$ cat config.mk
export PLATFORM = sky130hd
export DESIGN_NAME = bcd_adjust_unit
export DESIGN_NICKNAME = d
export VERILOG_FILES = /design/src/rtl/bcd_adj_pkg.sv /design/src/rtl/bcd_digit_fix.sv /design/src/rtl/bcd_adjust_core.sv /design/src/rtl/bcd_adjust_unit.sv
export SDC_FILE = /design/constraint.sdc
export NUM_CORES = 1
export LEC_CHECK = 0
export ABC_CLOCK_PERIOD_IN_PS = 2650
export BUFFER_PORTS_ARGS = -buffer_cell sky130_fd_sc_hd__buf_2
export CORE_UTILIZATION = 41
export CTS_CLUSTER_SIZE = 8
export DETAILED_ROUTE_END_ITERATION = 10
export GPL_TIMING_DRIVEN = 0
export PLACE_DENSITY_LB_ADDON = 0.05
export SLEW_MARGIN = 20
export SYNTH_ARGS = -nofsm -noshare
export SYNTH_HDL_FRONTEND = slang
export SYNTH_SLANG_ARGS = --single-unit
$ cat constraint.sdc
create_clock -name clk -period 2.65 [get_ports clk]
set_input_delay 0.265 -clock clk [delete_from_list [all_inputs] [get_ports clk]]
set_output_delay 0.265 -clock clk [all_outputs]
set_load 0.03 [all_outputs]
$ cat src/rtl/bcd_adj_pkg.sv
// Package: constants shared by the decimal adjust stages.
// Assumes packed-BCD digits of four bits each.
package bcd_adj_pkg;
    localparam int unsigned NIB_W     = 4;
    localparam logic [3:0]  DIGIT_MAX = 4'd9;
    localparam logic [3:0]  DIGIT_FIX = 4'd6;
endpackage

$ cat src/rtl/bcd_digit_fix.sv
// One digit correction stage.
// Adds 6 into digit POS of the whole word when that digit is above 9, or when
// the selected flag is set. For the lowest digit the flag is the half carry;
// for higher digits it is the running carry. A carry out of the word sets the
// running carry, which is never cleared.
// Assumes the lower digits have already been corrected by earlier stages.
module bcd_digit_fix
    import bcd_adj_pkg::*;
#(
    parameter int unsigned W      = 8,
    parameter int unsigned POS    = 0,
    parameter bit          USE_AC = 1'b1
) (
    input  logic [W-1:0] val_i,
    input  logic         cy_i,
    input  logic         hint_i,
    output logic [W-1:0] val_o,
    output logic         cy_o
);
    localparam int unsigned LSB = NIB_W * POS;

    logic [NIB_W-1:0] nib;
    logic             flag;
    logic             need;
    logic [W:0]       addend;
    logic [W:0]       sum;

    // Decide whether this digit needs the +6 correction.
    always_comb begin
        nib  = val_i[LSB +: NIB_W];
        flag = USE_AC ? hint_i : cy_i;
        need = (nib > DIGIT_MAX) || flag;
    end

    // Add the correction across the full width and collect the carry out.
    always_comb begin
        addend = need ? ((W+1)'(DIGIT_FIX) << LSB) : '0;
        sum    = {1'b0, val_i} + addend;
        val_o  = sum[W-1:0];
        cy_o   = cy_i | sum[W];
    end
endmodule

$ cat src/rtl/bcd_adjust_core.sv
// Combinational chain of digit stages, from the lowest digit upward.
// Each stage sees the word and the carry left by the stage below it, so a
// carry produced by a lower correction forces the next digit's correction.
module bcd_adjust_core
    import bcd_adj_pkg::*;
#(
    parameter int unsigned DIGITS = 2,
    localparam int unsigned W     = NIB_W * DIGITS
) (
    input  logic [W-1:0] raw_i,
    input  logic         cy_i,
    input  logic         ac_i,
    output logic [W-1:0] fixed_o,
    output logic         cy_o
);
    logic [W-1:0] stage_val [0:DIGITS];
    logic         stage_cy  [0:DIGITS];

    // Feed the chain with the raw inputs.
    always_comb begin
        stage_val[0] = raw_i;
        stage_cy[0]  = cy_i;
    end

    for (genvar k = 0; k < DIGITS; k++) begin : g_digit
        bcd_digit_fix #(
            .W      (W),
            .POS    (k),
            .USE_AC (k == 0)
        ) u_fix (
            .val_i  (stage_val[k]),
            .cy_i   (stage_cy[k]),
            .hint_i (ac_i),
            .val_o  (stage_val[k+1]),
            .cy_o   (stage_cy[k+1])
        );
    end

    // Take the result from the top of the chain.
    always_comb begin
        fixed_o = stage_val[DIGITS];
        cy_o    = stage_cy[DIGITS];
    end
endmodule

$ cat src/rtl/bcd_adjust_unit.sv
// Top of the decimal adjust unit.
// Registers the corrected word, the updated carry and the passed-through half
// carry on every rising edge. Reset is synchronous and active low.
// Assumes the inputs are the result of a binary addition of packed-BCD data.
module bcd_adjust_unit
    import bcd_adj_pkg::*;
#(
    parameter int unsigned DIGITS = 2,
    localparam int unsigned W     = NIB_W * DIGITS
) (
    input  logic         clk,
    input  logic         rst_n,
    input  logic [W-1:0] acc_in,
    input  logic         cy_in,
    input  logic         ac_in,
    output logic [W-1:0] acc_out,
    output logic         cy_out,
    output logic         ac_out
);
    logic [W-1:0] fixed_w;
    logic         cy_w;

    bcd_adjust_core #(.DIGITS(DIGITS)) u_core (
        .raw_i   (acc_in),
        .cy_i    (cy_in),
        .ac_i    (ac_in),
        .fixed_o (fixed_w),
        .cy_o    (cy_w)
    );

    // Capture the adjusted result, or clear it in reset.
    always_ff @(posedge clk) begin
        if (!rst_n) begin
            acc_out <= '0;
            cy_out  <= 1'b0;
            ac_out  <= 1'b0;
        end else begin
            acc_out <= fixed_w;
            cy_out  <= cy_w;
            ac_out  <= ac_in;
        end
    end

    // a set carry going in always comes out set.
    p_sticky_carry_r6: assert property (@(posedge clk) disable iff (!rst_n)
        cy_in |=> cy_out);

    // the half carry leaves the unit as it came in.
    p_ac_pass_r8: assert property (@(posedge clk) disable iff (!rst_n)
        1'b1 |=> (ac_out == $past(ac_in)));

    // the low digit of the correction is 6 exactly when its condition held.
    p_low_fix_r2: assert property (@(posedge clk) disable iff (!rst_n)
        1'b1 |=> (W'(acc_out - $past(acc_in)) & W'(4'hF))
                 == (($past(acc_in[3:0]) > DIGIT_MAX || $past(ac_in)) ? W'(DIGIT_FIX) : W'(0)));

    // a newly raised carry implies the high correction was applied.
    p_new_carry_r5: assert property (@(posedge clk) disable iff (!rst_n)
        1'b1 |=> ((cy_out && !$past(cy_in))
                  ? (W'(acc_out - $past(acc_in)) >> (W - NIB_W)) == W'(DIGIT_FIX)
                  : 1'b1));

    if (DIGITS == 2) begin : g_two_digit_chk
        // only four correction values are possible on a byte.
        p_corr_set_r7: assert property (@(posedge clk) disable iff (!rst_n)
            1'b1 |=> (W'(acc_out - $past(acc_in)) == W'(8'h00) ||
                      W'(acc_out - $past(acc_in)) == W'(8'h06) ||
                      W'(acc_out - $past(acc_in)) == W'(8'h60) ||
                      W'(acc_out - $past(acc_in)) == W'(8'h66)));
    end
endmodule

==> run_results.csv, run 1 <==
group,metric,value,unit
place,place.gp.congestion,0.693,
worst_setup_path,cp-startpoint,"acc_in[2]",
detailed_routing,dr_total_vias,462,
sta,setup_viol,0,
die,die_h,39.4,µm
sta,layout_min_cycle_time,2.56,ns
synth,synth_nets,75,
worst_setup_path,cp_cell_sequence,"buf_4, o21ai_2, nand2b_1, ha_4, fa_2, and3_4, nor2_4, o22ai_2, a221o_1, ha_1, a21oi_2, a21oi_1, o31a_1",
detailed_routing,wl_per_cell,9.91,µm
place,port_buffers,21,
grt,grt_pass1_vias,368,
synth,ys_types,29,
sta,setup_slack,0.0923,ns
worst_setup_path,cp-start-kind,"primary input",
finish,regArea,200,µm²
min_path,hold_depth,2,
finish,syn_to_final_growth,38.1,%
sta,fin_crit_sh,0.965,
run_status,status,"completed",
detailed_routing,drc,0,
finish,utilization,0.610,
clock_tree,path_clk_slew,0.06,ns
finish,fin_nets,102,
synth,synth.area.top_cells,"dfxtp_1 (35%), ha_1 (8.7%), fa_1 (7.0%)",
min_path,min_from,"acc_in[0]",
die,die_x,39.4,µm
finish,num_antenna_cells,0,
min_path,hold_class,"in2reg",
clock_tree,htreeDepth,1,
worst_setup_path,crit_slowest_cell,"fa_2",
sta,drv_slew,0,
synth,yosysWarnings,0,
place,dp_hpwl,790,µm
pwr,leakage,0.357,nW
sta,finalHoldViolCount,0,
place,place_area,711,µm²
finish,final_cell_mix,"buf_2 (19), dfxtp_1 (10), and2_1 (6)",
synth,synthFlopType,"dfxtp_1",
worst_setup_path,critPathMaxFanout,5,
sta,tightest_slew,0.410,ns
synth,synth_top_area_cell,"dfxtp_1",
sta,slew_headroom,0.727,
synth,synth_sequential_area_ratio,0.349,
clock_tree,cts_hold_buf,0,
sta,fmax,0.391,GHz
clock_tree,tritoncts,"yes",
detailed_routing,via_per_inst,4.71,
finish,multi_input_area,393,µm²
pwr,p_per_area,544,mW/mm²
worst_setup_path,critical-path-top-delay-family,"compound AO/OA/AOI/OAI gates",
finish,n_fill_cell,114,
clock_tree,cts_root_buf,"clkbuf_4",
die,die-area,0.00155,mm²
synth,synth_cells,57,
die,io-pin-count,22,
synth,synthArstFlopShare,0,
finish,layout-drive-gt1-share,0.518,
place,place_ws,-0.306,ns
die,core_area,0.00130,mm²
min_path,holdPathEnd,"acc_out[0]",
worst_setup_path,slowest_delay,0.38,ns
run,max_cap_violations,0,
finish,fin_area,793,µm²
worst_setup_path,required,2.79,ns
synth,syn_avg_cell_area,10.1,µm²
clock_tree,clock-sinks,10,
detailed_routing,antenna_left,0,
worst_setup_path,worstSetupEndpointType,"flop",
die,num_rows,13,
sta,fin_setup_tns,0,ns
grt,grt_max_degree,11,
grt,grt_usage,0.144,
detailed_routing,firstDrtPassIters,4,
worst_setup_path,cp.arrival,2.70,ns
finish,mostFrequentLayoutCell,"buf_2",
synth,synth_top_area_frac,0.349,
grt,grt_pass1_wl,1.53,mm
pwr,peakVddDrop,0.172,mV
synth,synth_edf_count,0,
synth,syn-cell-area,574,µm²
die,initial_utilization,0.441,
detailed_routing,dr.first_iter.drc_count,4,
worst_setup_path,setup.worst_path.class,"in2reg",
clock_tree,clk_path_buf_depth,2,
grt,grt_overflow,0,
synth,ys_ff_latch,10,
grt,antenna_found_initial,0,
detailed_routing,drt_wl_total,971,µm
worst_setup_path,cp_num_buf_inv,1,
clock_tree,numCtsBuffers,3,
-- final cells by class --
| class | count | area share |
|---|---|---|
| multi-input cells | 42 | 0.495 |
| clock buffers | 4 | 0.0457 |
| flip-flops and latches | 10 | 0.252 |
| well taps | 15 | 0.0237 |
| inverters | 3 | 0.0158 |
| repair buffers | 23 | 0.162 |
| plain buffers | 1 | 0.00473 |
-- per-layer routing --
layer  wire [µm]  GRT usage  vias up  share of wire
li1            -          -      250              -
met1         502      0.212      195           0.52
met2         405      0.197       17           0.42
met3          63     0.0170        0          0.065
met4           0     0.0776        0              0
met5           0          0        -              0
-- worst max path at each step --
stage	to	slack (ns)	depth (start not counted)
2_1_floorplan	acc_out[7]	-0.01	14
3_3_place_gp	acc_out[7]	-0.29	15
3_5_place_dp	acc_out[7]	-0.31	15
4_1_cts	acc_out[7]	0.05	15
5_1_grt	cy_out	-0.004	13
6_report	cy_out	0.09	13
-- flip-flops by register name, indices dropped and copies added (netlist names) --
name,count
cy_out,1
acc_out,8
ac_out,1
-- timing repair --
item                                   in CTS  in global routing
pin swaps                                   0                  9
gates cloned                                0                  0
buffers inserted                            1                  1
setup endpoints to repair                   3                  3
endpoints found under the hold margin       0                  0
gates resized for setup                     0                 11
-- stage by stage --
stage                     hold slack (ns)  power (mW)  cells
after floorplan                     0.387       0.259     57
final                               0.208       0.432     98
after global placement              0.468       0.295     93
after detailed placement            0.471       0.297     93
after CTS                           0.201       0.430     98
after global routing                0.202       0.463     98
-- cell families (layout without fill, tap and decap cells) --
family	count (synthesis)	count (layout)	synth area share
AO/OA/AOI/OAI	12	12	0.155
XOR/XNOR	4	4	0.0610
adder cells (fa/ha/maj)	6	6	0.157
buffers and inverters	5	31	0.0479
flip-flops	10	10	0.349
AND/OR/NAND/NOR	20	20	0.231
-- synth_stat cells, types with 2 or more instances --
cell	count
a21oi_1	3
and2_1	6
and3_1	2
dfxtp_1	10
fa_1	2
ha_1	4
inv_1	2
nand2_1	2
nand3_2	2
nor2b_1	3
xor2_1	3
-- where the power goes --
part | switching, mW | internal [mW] | total [mW]
combinational | 0.0800 | 0.0547 | 0.135
sequential | 0.00271 | 0.165 | 0.168
clock | 0.0459 | 0.0831 | 0.129
(Power assumes the default switching activity.)
==> inputs of run 2 (changes only) <==
Settings changed: CORE_UTILIZATION 41 to 40, CTS_CLUSTER_SIZE 8 to 20, SYNTH_HIERARCHICAL set to 1.
==> run 2 against run 1 <==
Net effect: final cell count down 6.1%; combinational power is 5% lower; global-route usage shrank 1.4 points; clock power about the same; routed wire length fell by 24%; largest power group unchanged; worst setup slack gained 0.072 ns; first-iteration DRC count is 25% lower; via count decreased by 13%; largest cell class unchanged; power decreased by 1.8%; synthesized area down 5.9%; critical endpoint is now acc_out[7].
==> run_results.csv, run 2 <==
group,metric,value,unit
run_status,status,"completed",
sta,finalHoldViolCount,0,
grt,antenna_found_initial,0,
synth,syn-cell-area,541,µm²
clock_tree,numCtsBuffers,3,
die,initial_utilization,0.456,
synth,synth_nets,70,
min_path,holdPathEnd,"ac_out",
grt,grt_use_met1,0.128,
die,die_x,38.8,µm
finish,multi_input_area,310,µm²
sta,setup_viol,0,
sta,setup_slack,0.164,ns
worst_setup_path,cp_cell_sequence,"buf_2, o21ai_0, nand2b_1, ha_2, fa_2, nand3_1, xnor2_1, o21ai_1, nand2b_1, ha_2, fa_1, xor2_1, and2_1",
grt,use_met3,0.0173,
synth,ys_ff_latch,10,
finish,largest_reg_flops,8,
worst_setup_path,setup.worst_path.class,"in2reg",
pwr,leakage,0.359,nW
synth,synth_top_area_frac,0.370,
synth,yosysWarnings,6,
sta,slew_headroom,0.859,
worst_setup_path,worstSetupEndpointType,"flop",
finish,num_antenna_cells,0,
sta,layout_min_cycle_time,2.49,ns
synth,syn_avg_cell_area,10.4,µm²
worst_setup_path,slowest_delay,0.37,ns
finish,stdcell_count,92,
die,num_rows,12,
grt,grt_pass1_wl,1.32,mm
synth,ys_types,18,
die,core_area,0.00119,mm²
synth,synthArstFlopShare,0,
min_path,hold_class,"in2reg",
synth,synth.area.top_cells,"dfxtp_1 (37%), and2_1 (12%), ha_1 (9.3%)",
detailed_routing,dr_total_vias,402,
detailed_routing,dr.first_iter.drc_count,3,
grt,grt_pass1_vias,359,
grt,grt.busiest_layer,"met2",
clock_tree,htreeDepth,1,
sta,hold_ws,0.240,ns
finish,n_fill_cell,113,
clock_tree,cts_hold_buf,0,
synth,yosys-top-cells-count,"and2_1 (10), dfxtp_1 (10), buf_4 (6)",
clock_tree,tritoncts,"yes",
detailed_routing,via_per_inst,4.37,
sta,drv_slew,0,
sta,fin_setup_tns,0,ns
grt,grt_overflow,0,
finish,layout-drive-gt1-share,0.500,
worst_setup_path,cp-start-kind,"primary input",
place,port_buffers,20,
finish,fin_nets,97,
finish,final_cell_mix,"buf_2 (20), and2_1 (10), dfxtp_1 (10)",
finish,regMostFlops,"acc_out",
finish,fin_area,724,µm²
clock_tree,path_clk_slew,0.06,ns
pwr,p_per_area,586,mW/mm²
detailed_routing,antenna_left,0,
worst_setup_path,critPathMaxFanout,3,
clock_tree,clock-sinks,10,
synth,synth_sequential_area_ratio,0.370,
synth,synth_edf_count,0,
worst_setup_path,cp.arrival,2.64,ns
clock_tree,clk_path_buf_depth,2,
synth,synth_cells,52,
grt,grt_max_degree,11,
synth,synthFlopType,"dfxtp_1",
worst_setup_path,crit_slowest_cell,"fa_2",
min_path,hold_depth,2,
finish,syn_to_final_growth,34.0,%
sta,tightest_slew,0.210,ns
min_path,min_from,"ac_in",
finish,largestRegisters,"acc_out: 8 flops, ac_out: 1 flops, cy_out: 1 flops",
sta,fin_crit_sh,0.938,
pwr,peakVddDrop,0.187,mV
detailed_routing,drc,0,
sta,fmax,0.402,GHz
detailed_routing,wl_per_cell,8.03,µm
place,dpl.cell_count,86,
die,die-area,0.00150,mm²
grt,grtUsageMet2,0.238,
run,max_cap_violations,0,
die,io-pin-count,22,
finish,mostFrequentLayoutCell,"buf_2",
place,place_ws,-0.249,ns
finish,regArea,200,µm²
die,die_h,38.8,µm
worst_setup_path,required,2.80,ns
detailed_routing,drt_wl_total,739,µm
detailed_routing,firstDrtPassIters,2,
place,place_area,658,µm²
grt,grt_usage,0.130,
place,dp_hpwl,636,µm
synth,synth_top_area_cell,"dfxtp_1",
place,place.gp.congestion,0.602,
clock_tree,cts_root_buf,"clkbuf_4",
-- run 2: cell count changes after synthesis, moves of 2 or more --
cell | before | now
a21oi_1 | 3 | 1
buf_4 | 0 | 6
inv_1 | 2 | 0
and2_1 | 6 | 10
xnor2_1 | 1 | 3
nor2b_1 | 3 | 0
and3_1 | 2 | 0
nand3_1 | 0 | 2
nand3_2 | 2 | 0
-- run 2: critical path: cells and delay by family --
kind / cells / cell delay [ns]
and+or+nand+nor: 4 / 0.54
buffers and inverters: 1 / 0.12
AOI/OAI and AO/OA: 2 / 0.31
xor gates and xnor gates: 2 / 0.24
adders and majority gates: 4 / 1.17
-- run 2: logic make-up after synthesis --
logic type / after synthesis / share of synthesized area
compound gates: 5 / 0.0579
xor+xnor: 6 / 0.111
fa+ha+maj: 6 / 0.167
buf+inv: 6 / 0.0833
flops: 10 / 0.370
simple gates: 19 / 0.211
-- run 2: how the worst max path moves through the flow --
stage	from	to	slack [ns]
after floorplan	acc_in[2]	acc_out[7]	0.05
after global placement	acc_in[2]	acc_out[7]	-0.23
after detailed placement	acc_in[2]	acc_out[7]	-0.25
after CTS	acc_in[2]	acc_out[7]	0.02
after global routing	acc_in[2]	acc_out[7]	-0.07
final	acc_in[2]	acc_out[7]	0.16
-- run 2: per-layer routing --
layer / routed length (µm) / vias to the layer above / part of all wire
li1: - / 218 / -
met1: 327 / 166 / 0.44
met2: 348 / 18 / 0.47
met3: 64 / 0 / 0.087
met4: 0 / 0 / 0
met5: 0 / - / 0
-- run 2: cell type report --
cell class | count | share of cell area
clock buffer | 4 | 0.0501
timing repair buffer | 22 | 0.159
tap | 14 | 0.0242
sequential | 10 | 0.276
multi-input combinational | 36 | 0.428
buffer | 6 | 0.0622
-- run 2: repair_timing --
item | in CTS | in global routing
gates resized for setup | 0 | 5
setup buffers | 0 | 2
endpoints found under the setup margin | 0 | 2
-- run 2: metrics by stage --
stage,power (mW),utilization
after floorplan,0.262,-
after global routing,0.453,0.611
after detailed placement,0.295,0.555
after CTS,0.426,0.585
final,0.424,0.611
after global placement,0.295,0.555
-- run 2: power by group --
part / total [mW] / internal [mW] / switching (mW)
registers: 0.169 / 0.166 / 0.00296
clock network: 0.128 / 0.0830 / 0.0445
logic: 0.128 / 0.0586 / 0.0692
==> inputs of run 3 (changes only) <==
Settings changed: REMOVE_ABC_BUFFERS set to 1.
==> run 3 against run 2 <==
Net effect: final cell count down 6.5%; die area stayed put; power fell by 11%; routed wire length is 5.3% higher; largest power group unchanged.
==> run_results.csv, run 3 (same netlist as run 2, synthesis figures left out) <==
group,metric,value,unit
grt,grt_max_degree,11,
worst_setup_path,worstSetupEndpointType,"flop",
detailed_routing,dr.first_iter.drc_count,3,
pwr,leakage,0.330,nW
finish,syn_to_final_growth,23.1,%
die,die_h,38.8,µm
worst_setup_path,setup.worst_path.class,"in2reg",
finish,largest_reg_flops,8,
min_path,hold_class,"in2reg",
min_path,min_from,"acc_in[0]",
sta,drv_slew,0,
clock_tree,clk_path_buf_depth,2,
die,num_rows,12,
grt,grt_pass1_vias,312,
worst_setup_path,crit_slowest_cell,"fa_2",
detailed_routing,dr_total_vias,391,
die,die-area,0.00150,mm²
run_status,status,"completed",
clock_tree,htreeDepth,1,
finish,largestRegisters,"acc_out: 8 flops, ac_out: 1 flops, cy_out: 1 flops",
grt,grt_usage,0.120,
clock_tree,path_clk_slew,0.05,ns
die,initial_utilization,0.456,
detailed_routing,drt_wl_total,778,µm
die,core_area,0.00119,mm²
clock_tree,tritoncts,"yes",
worst_setup_path,slowest_delay,0.38,ns
pwr,p_per_area,566,mW/mm²
pwr,power,377,µW
finish,fin_area,666,µm²
finish,fin_nets,92,
sta,slew_headroom,0.846,
run,max_cap_violations,0,
finish,num_antenna_cells,0,
finish,regMostFlops,"acc_out",
pwr,peakVddDrop,0.182,mV
sta,layout_min_cycle_time,2.50,ns
worst_setup_path,cp.arrival,2.64,ns
clock_tree,clock-sinks,10,
clock_tree,numCtsBuffers,3,
die,io-pin-count,22,
worst_setup_path,cp-startpoint,"acc_in[2]",
worst_setup_path,cp_cell_sequence,"buf_2, o21ai_0, nand2b_1, ha_1, fa_2, nand3_1, xnor2_1, o21ai_0, nand2b_1, ha_1, fa_1, xor2_1, and2_1",
detailed_routing,antenna_left,0,
worst_setup_path,cp-start-kind,"primary input",
grt,grt_pass1_wl,1.20,mm
place,place.gp.congestion,0.642,
sta,setup_viol,0,
detailed_routing,drc,0,
finish,layout-drive-gt1-share,0.431,
sta,finalHoldViolCount,0,
place,port_buffers,21,
grt,antenna_found_initial,0,
clock_tree,cts_root_buf,"clkbuf_4",
worst_setup_path,required,2.79,ns
place,place_area,618,µm²
sta,fmax,0.400,GHz
sta,tightest_slew,0.230,ns
grt,grt_overflow,0,
detailed_routing,wl_per_cell,9.05,µm
sta,fin_crit_sh,0.943,
die,die_x,38.8,µm
detailed_routing,firstDrtPassIters,3,
worst_setup_path,critPathMaxFanout,3,
place,dp_hpwl,643,µm
detailed_routing,via_per_inst,4.55,
finish,final_cell_mix,"buf_2 (21), and2_1 (10), dfxtp_1 (10)",
finish,mostFrequentLayoutCell,"buf_2",
[run 3: cell types whose count changed in the layout (fill, tap and decap cells not counted)]
cell | previous run | this run
clkbuf_8 | 1 | 0
o21ai_0 | 1 | 2
ha_2 | 2 | 0
ha_1 | 2 | 4
o21ai_1 | 1 | 0
buf_2 | 20 | 21
buf_4 | 8 | 2
[run 3: layer usage]
metal	share of wire	GRT usage
met1	0.47	0.140
met2	0.45	0.188
met3	0.071	0.0173
met4	0	0.103
met5	0	0
[run 3: critical path: cells and delay by family]
| family | cells | cell delay [ns] |
|---|---|---|
| XOR/XNOR | 2 | 0.23 |
| AO/OA/AOI/OAI | 2 | 0.31 |
| buffers and inverters | 1 | 0.12 |
| AND/OR/NAND/NOR | 4 | 0.50 |
| adder cells (fa/ha/maj) | 4 | 1.21 |
[run 3: layout make-up]
cell class	count	area, µm²
Fill cell	118	520
Sequential cell	10	200
Multi-Input combinational cell	36	305
Clock buffer	3	22.5
Timing Repair Buffer	23	120
Tap cell	14	17.5
[run 3: final timing paths]
path                  slack [ns]         end  cells after the start
worst max-delay path        0.15  acc_out[7]                     13
worst min-delay path        0.22  acc_out[0]                      2
[run 3: through the flow]
step                worst slack, ns  TNS [ns]  utilization  std cells  hold slack, ns
floorplan                    0.0549         0            -         46           0.387
detailed placement           -0.258    -0.412        0.521         81           0.478
finish                        0.152         0        0.561         86           0.218
global placement             -0.235    -0.349        0.521         81           0.479
global route               -0.00341  -0.00341        0.561         86           0.210
CTS                          0.0172         0        0.540         84           0.206
[run 3: where the power goes]
part           switching, mW  internal, mW  total [mW]
registers            0.00277         0.166       0.169
clock network         0.0415        0.0518      0.0933
logic                 0.0682        0.0465       0.115
[run 3: what timing repair did]
action	CTS	global route
endpoints found under the setup margin	0	2
setup buffers	0	2
resized for setup	0	2
hold buffers	0	0
